[src/rtl/dram_seq_pkg.sv]
package dram_seq_pkg;

    typedef struct packed {
        logic ras;
        logic ax;
        logic cas;
        logic q3;
    } strobe_t;

    localparam strobe_t STROBE_IDLE = '{ras: 1'b1, ax: 1'b1, cas: 1'b1, q3: 1'b1};

    typedef enum logic {
        CAS_SAFE  = 1'b0,
        CAS_EARLY = 1'b1
    } cas_mode_e;

endpackage

[src/rtl/strobe_ring.sv]
module strobe_ring
    import dram_seq_pkg::*;
(
    input  logic    clk,
    input  logic    rst,
    input  logic    early_cas,
    output strobe_t state_o,
    output strobe_t next_o
);

    strobe_t   ring_d, ring_q;
    cas_mode_e mode;

    assign mode = cas_mode_e'(early_cas);

    always_comb begin
        ring_d     = ring_q;
        ring_d.ras = ring_q.ax & ~ring_q.q3;
        ring_d.ax  = ring_q.ras | ~ring_q.q3;
        ring_d.q3  = ring_q.ras | ring_q.cas;
        if (mode == CAS_EARLY)
            ring_d.cas = ring_q.ax;
        else
            ring_d.cas = (ring_q.ax & ring_q.q3) | ring_q.ras;
    end

    always_ff @(posedge clk) begin
        if (rst)
            ring_q <= STROBE_IDLE;
        else
            ring_q <= ring_d;
    end

    assign state_o = ring_q;
    assign next_o  = ring_d;

    // strobe falling order
    assert_ax_after_ras_R5: assert property (@(posedge clk) disable iff (rst)
        $fell(ring_q.ras) |=> $fell(ring_q.ax));
    assert_cas_after_ax_R5: assert property (@(posedge clk) disable iff (rst)
        $fell(ring_q.ax) |=> $fell(ring_q.cas));
    assert_q3_after_cas_R5: assert property (@(posedge clk) disable iff (rst)
        $fell(ring_q.cas) |=> $fell(ring_q.q3));
    // strobe rising order
    assert_ax_rise_R6: assert property (@(posedge clk) disable iff (rst)
        $fell(ring_q.q3) |=> $rose(ring_q.ax));
    assert_ras_rise_R6: assert property (@(posedge clk) disable iff (rst)
        $rose(ring_q.ax) |=> $rose(ring_q.ras));
    // row strobe is high for two clocks at most
    assert_ras_width_R4: assert property (@(posedge clk) disable iff (rst)
        (ring_q.ras && $past(ring_q.ras)) |=> !ring_q.ras);

endmodule

[src/rtl/phase_divider.sv]
module phase_divider (
    input  logic clk,
    input  logic rst,
    input  logic ras,
    input  logic q3,
    output logic phi0_o
);

    logic phi_d, phi_q;
    logic wrap;

    assign wrap = ras & ~q3;

    always_comb begin
        phi_d = phi_q;
        if (wrap)
            phi_d = ~phi_q;
    end

    always_ff @(posedge clk) begin
        if (rst)
            phi_q <= 1'b1;
        else
            phi_q <= phi_d;
    end

    assign phi0_o = phi_q;

    // phase flips only in the row-high, late-low state
    assert_phase_flip_R7: assert property (@(posedge clk) disable iff (rst)
        (ras && !q3) |=> (phi_q != $past(phi_q)));
    assert_phase_hold_R7: assert property (@(posedge clk) disable iff (rst)
        !(ras && !q3) |=> $stable(phi_q));

endmodule

[src/rtl/cas_gate.sv]
module cas_gate (
    input  logic clk,
    input  logic rst,
    input  logic ram_sel,
    input  logic cas_next,
    output logic cas_o
);

    logic pin_d, pin_q;

    always_comb begin
        pin_d = cas_next;
        if (!ram_sel)
            pin_d = 1'b1;
    end

    always_ff @(posedge clk) begin
        if (rst)
            pin_q <= 1'b1;
        else
            pin_q <= pin_d;
    end

    assign cas_o = pin_q;

    // deselected RAM keeps the column strobe output idle
    assert_cas_idle_R8: assert property (@(posedge clk) disable iff (rst)
        !ram_sel |=> cas_o);

endmodule

[src/rtl/dram_strobe_seq.sv]
module dram_strobe_seq
    import dram_seq_pkg::*;
(
    input  logic clk,
    input  logic rst,
    input  logic ram_sel,
    input  logic early_cas,
    output logic ras_o,
    output logic ax_o,
    output logic cas_o,
    output logic q3_o,
    output logic phi0_o
);

    strobe_t state, next;

    strobe_ring ring_i (
        .clk      (clk),
        .rst      (rst),
        .early_cas(early_cas),
        .state_o  (state),
        .next_o   (next)
    );

    phase_divider phase_i (
        .clk   (clk),
        .rst   (rst),
        .ras   (state.ras),
        .q3    (state.q3),
        .phi0_o(phi0_o)
    );

    cas_gate gate_i (
        .clk     (clk),
        .rst     (rst),
        .ram_sel (ram_sel),
        .cas_next(next.cas),
        .cas_o   (cas_o)
    );

    assign ras_o = state.ras;
    assign ax_o  = state.ax;
    assign q3_o  = state.q3;

    // reset leaves every output idle
    assert_reset_idle_R1: assert property (@(posedge clk)
        rst |=> (ras_o && ax_o && cas_o && q3_o && phi0_o));

endmodule

[config.mk]
export PLATFORM = sky130hd
export DESIGN_NAME = dram_strobe_seq
export DESIGN_NICKNAME = d
export VERILOG_FILES = /design/src/rtl/dram_seq_pkg.sv /design/src/rtl/strobe_ring.sv /design/src/rtl/phase_divider.sv /design/src/rtl/cas_gate.sv /design/src/rtl/dram_strobe_seq.sv
export SDC_FILE = /design/constraint.sdc
export NUM_CORES = 1
export LEC_CHECK = 0
export CAP_MARGIN = 25
export CORE_AREA = 2 2 39 41
export CTS_BUF_LIST = sky130_fd_sc_hd__clkbuf_8
export DETAILED_ROUTE_END_ITERATION = 10
export DIE_AREA = 0 0 41 43
export MAX_ROUTING_LAYER = met4
export PLACE_DENSITY = 0.44
export SETUP_SLACK_MARGIN = 0.1
export SLEW_MARGIN = 20
export SYNTH_ARGS = -nofsm -noshare
export SYNTH_HDL_FRONTEND = slang
export SYNTH_SLANG_ARGS = --single-unit
export TNS_END_PERCENT = 5
[constraint.sdc]
create_clock -name clk -period 1.1 [get_ports clk]
set_clock_uncertainty 0.1 [all_clocks]
set_input_delay 0.165 -clock clk [delete_from_list [all_inputs] [get_ports clk]]
set_output_delay 0.165 -clock clk [all_outputs]
set_load 0.05 [all_outputs]
==> Word-level counts from Yosys, hierarchy flattened <==
Cells that the tools add are included.
{ "totals": {"regBits": 6, "inputBits": 4, "output_inout_bits": 5, "elab_cells": 17} }
{ "op_classes": {"n_mux": 1, "bitwise_logic": 9, "n_reduce_logical": 1} }
{ "ops": {"columns": ["operator", "count"], "rows": [
  ["AND 1 bit", 3],
  ["inverter 1 bit", 3],
  ["OR 1 bit", 3],
  ["OR reduction 2 bit", 1],
  ["two-way mux 1 bit", 1]
]} }

==> Depth between registers and ports, before layout <==
Gate-level depths: netlist (run 1).
{ "logic_depth": {"depth_word": 3, "mapped_depth": 2, "ltp_nobuf": 2} }

==> Modules after synthesis <==
Synthesis (run 1) repeated with hierarchy kept, for this count alone.
{ "hier_totals": {"hier_cells": 21, "area_unflattened_um2": 227.7} }
{ "by_module_without_submodules": {"columns": ["module", "instances", "cells_each", "area_per_inst_um2", "seq_area_each_um2"], "rows": [
  ["strobe_ring", 1, 14, 150.1, 80.1],
  ["phase_divider", 1, 5, 48.8, 20.0],
  ["cas_gate", 1, 2, 28.8, 20.0]
]} }

==> Worst setup path before layout (run 1) <==
No wires, ideal clock.
{ "synth_timing": {"kind": "register to register", "from": "reg ring_i.ring_q, in the netlist ring_i.state_o[0]", "to": "reg ring_i.ring_q, in the netlist ring_i.state_o[2]", "setup_ns": 0.127, "arrival_ns": 1.079, "required_ns": 0.873, "setup_slack_ns": -0.206, "path_stages_with_launch": 3, "path_buffers": 0, "synth_period_minus_slack_ns": 1.306, "path_cell_list": "dfxtp_1 > inv_1 > or3_1"} }
{ "synth_via": {"elab_chain_cells": 2} }
{ "synth_lines": {"columns": ["item", "line_no", "text"], "rows": [
  ["start, declared", "strobe_ring.sv:11", "strobe_t ring_d, ring_q;"],
  ["start signal, assigned", "strobe_ring.sv:31", "ring_q <= ring_d;"],
  ["inverter 1 bit", "strobe_ring.sv:19", "ring_d.ax = ring_q.ras | ~ring_q.q3;"],
  ["OR 1 bit", "strobe_ring.sv:19", null]
]} }
No other way between the ends.
A chain may end at the register's enable or synchronous reset.

==> Worst setup path after layout (run 1) <==
{ "layout_timing": {"from": "reg ring_i.ring_q, in the netlist ring_i.state_o[3]", "to": "out ras_o"} }
{ "layout_lines": {"columns": ["item", "line_no", "text"], "rows": [
  ["end, declared", "dram_strobe_seq.sv:8", "output logic ras_o,"]
]} }
No word-level cell between the ends.

==> results.sh, run 1 <==
export IMPL_area_delta_synth_final_pct=105
export IMPL_ys_seq_area_share_pct=59.6
export IMPL_holdPathStages=2
export IMPL_met1_usage_pct=8.41
export IMPL_finalMaxSlewViolations=0
export IMPL_worstHoldStart="rst"
export IMPL_cts_tree="done"
export IMPL_status="completed"
export IMPL_worst_slew_pin_transition_ns=0.214
export IMPL_worstSetupPathType="reg2out"
export IMPL_use_met3_pct=3.14
export IMPL_ys_warn_count=0
export IMPL_antenna_found_initial=0
export IMPL_startpoint_type="flip-flop"
export IMPL_crit_arrival_ns=0.73
export IMPL_insertion_delay_ns=0.22
export IMPL_diodes=0
export IMPL_antenna_left=0
export IMPL_port_buffers=8
export IMPL_synth_cells=18
export IMPL_cts_sinks=6
export IMPL_synth_area_sq_um=201
export IMPL_gp_congestion=0.560
export IMPL_place_inst=43
export IMPL_clockRootBuffer="clkbuf_8"
export IMPL_multiInputGateArea_sq_um=77.6
export IMPL_relSlewSlack_pct=85.6
export IMPL_max_clock_freq_mhz=1010
export IMPL_grt_pass1_vias=181
export IMPL_grt_remaining_overflow=0
export IMPL_dieArea_sq_um=1760
export IMPL_finalCriticalPeriod_ns=0.992
export IMPL_r2r_start="ring_i.state_o[0]"
export IMPL_required_ns=0.83
export IMPL_rrSetupSlack_ns=0.12
export IMPL_nFillCells=142
export IMPL_worst_r2r_path_depth=2
export IMPL_critPathMaxFanout=6
export IMPL_io_pins=9
export IMPL_fin_ws_ns=0.108
export IMPL_grt_pass1_wl_um=731
export IMPL_vias=186
export IMPL_cts_buffers=3
export IMPL_hp_class="in2reg"
export IMPL_wirelength_um=444
export IMPL_drive_gt1_share_pct=45.2
export IMPL_grt_usage_pct=6.91
export IMPL_clk_pin_slew_ns=0.04
export IMPL_wl_per_cell_um=9.45
export IMPL_pre_cts_ws_ns=-0.140
export IMPL_min_to="ring_i.state_o[0]"
export IMPL_ctsLongestPathBuffers=2
export IMPL_start_util_pct=14.6
export IMPL_htreeDepth=1
export IMPL_slowest_delay_ns=0.37
export IMPL_setup_viol=0
export IMPL_regArea_sq_um=130
export IMPL_rsz0062_at_grt="yes"
export IMPL_dieWidth_um=41
export IMPL_cellPowerDensity_nw_per_um2=1560
export IMPL_timing_hold_violations_final=0
export IMPL_initialDrtViolationCount=4
export IMPL_layout_commonest_cell="buf_12"
export IMPL_endpoint_kind="output port"
export IMPL_synth_avg_cell_area_sq_um=11.2
export IMPL_period_share_pct=90.2
export IMPL_final_cell_mix="buf_12 (5), clkbuf_8 (3)"
export IMPL_fin_nets=36
export IMPL_cp_cell_sequence="buf_12"
export IMPL_gr_usage_met2_pct=7.19
export IMPL_firstDrtPassIters=2
export IMPL_rows=14
export IMPL_worstReg2RegEnd="ring_i.state_o[2]"
export IMPL_stdcell_count=47
export IMPL_leakagePower_nw=0.181
export IMPL_grt_busiest_layer="met1"
export IMPL_crit_buf_inv=1
export IMPL_viasPerCell=3.96
export IMPL_cpMaxStageDelayCell="dfxtp_4"
export IMPL_coreArea_sq_um=1380
export IMPL_ys_ff_latch=6
export IMPL_maxCapViolCount=0
export IMPL_crit_family="flip-flops"
export IMPL_irDropWorstVdd_v=0.000646
export IMPL_hpwl_um=340
export IMPL_fin_setup_tns_ns=0
export IMPL_drc=0
export IMPL_grt_max_degree=7
export IMPL_chipHeight_um=43
export IMPL_syn_num_nets=22
export IMPL_synth_distinct_cells=12
final cells by class:
class                   count  share of cell area [%]
clock buffers               3                    10.0
clock inverters             1                   0.909
inverters                   1                   0.909
multi-input cells          11                    18.8
flip-flops and latches      6                    31.5
well taps                  16                    4.85
repair buffers              9                    33.0
flip-flops by register name (all words and copies together) (netlist names):
name / cells
gate_i.cas_o: 1
phase_i.phi0_o: 1
ring_i.state_o: 4
cells by family (layout without fill, tap and decap cells):
family / after synthesis / count (layout) / synth area share [%]
and+or+nand+nor: 8 / 8 / 29.2
DFF: 6 / 6 / 59.6
AOI/OAI and AO/OA: 3 / 3 / 9.31
buffers and inverters: 1 / 14 / 1.86
worst max path at each step:
stage,from,to,cells past startpoint
5_1_grt,ring_i.state_o[0],q3_o,1
3_3_place_gp,rst,phase_i.phi0_o,3
2_1_floorplan,ring_i.state_o[0],ring_i.state_o[2],2
6_report,ring_i.state_o[3],ras_o,1
3_5_place_dp,rst,phase_i.phi0_o,3
4_1_cts,ring_i.state_o[3],ras_o,1
layer usage:
layer	share of wire [%]	wire length, um	vias to the layer above
li1	-	-	91
met3	9.9	44	2
met4	0.90	4	0
met1	45	202	84
met5	0	0	-
met2	43	193	9
Yosys cell counts:
| library cell | instances | area [sq um] |
|---|---|---|
| nand4b_1 | 1 | 8.76 |
| or3_1 | 2 | 12.5 |
| dfxtp_1 | 6 | 120 |
| and4bb_1 | 1 | 12.5 |
| nand2b_1 | 1 | 6.26 |
| a21oi_1 | 1 | 5.00 |
| nor2_1 | 1 | 3.75 |
| or2b_1 | 1 | 7.51 |
| nand3b_1 | 1 | 7.51 |
| inv_1 | 1 | 3.75 |
| a21o_2 | 1 | 8.76 |
| o21ai_0 | 1 | 5.00 |
metrics by stage:
stage / hold slack (ns) / cell area (sq um) / util (%) / power [mW]
finish: 0.287 / 413 / 29.8 / 0.643
floorplan: 0.152 / 209 / - / 0.265
global route: 0.311 / 413 / 29.8 / 0.673
detailed placement: 0.307 / 367 / 26.5 / 0.312
CTS: 0.285 / 410 / 29.7 / 0.655
global placement: 0.295 / 367 / 26.5 / 0.310
power by group:
| group | internal [mW] | total, mW | switching, mW | leakage [nW] |
|---|---|---|---|---|
| combinational | 0.0397 | 0.0721 | 0.0324 | 0.105 |
| sequential | 0.224 | 0.233 | 0.00914 | 0.0489 |
| clock | 0.240 | 0.338 | 0.0976 | 0.0269 |
| total | 0.504 | 0.643 | 0.139 | 0.181 |
what timing repair did:
item,CTS,global route
pin swaps,0,0
setup buffers,0,0
hold buffers,0,0
gates resized for setup,1,1
endpoints found under the setup margin,4,4
(Power assumes the default switching activity.)
==> run 2: changes to the inputs <==
clock period = 1.04 ns   (was 1.1 ns; I/O delays follow)
==> results of run 2 <==
The final DEF is identical to that of run 1. Status: completed.
Among the figures that moved: setup slack after placement -0.140 ns -> -0.191 ns; setup slack after layout 0.108 ns -> 0.0573 ns; hold slack 0.287 ns -> 0.278 ns; register-to-register setup slack 0.12 ns -> 0.06 ns; total power 0.643 mW -> 0.680 mW; worst IR drop on VDD 0.000646 V -> 0.000683 V
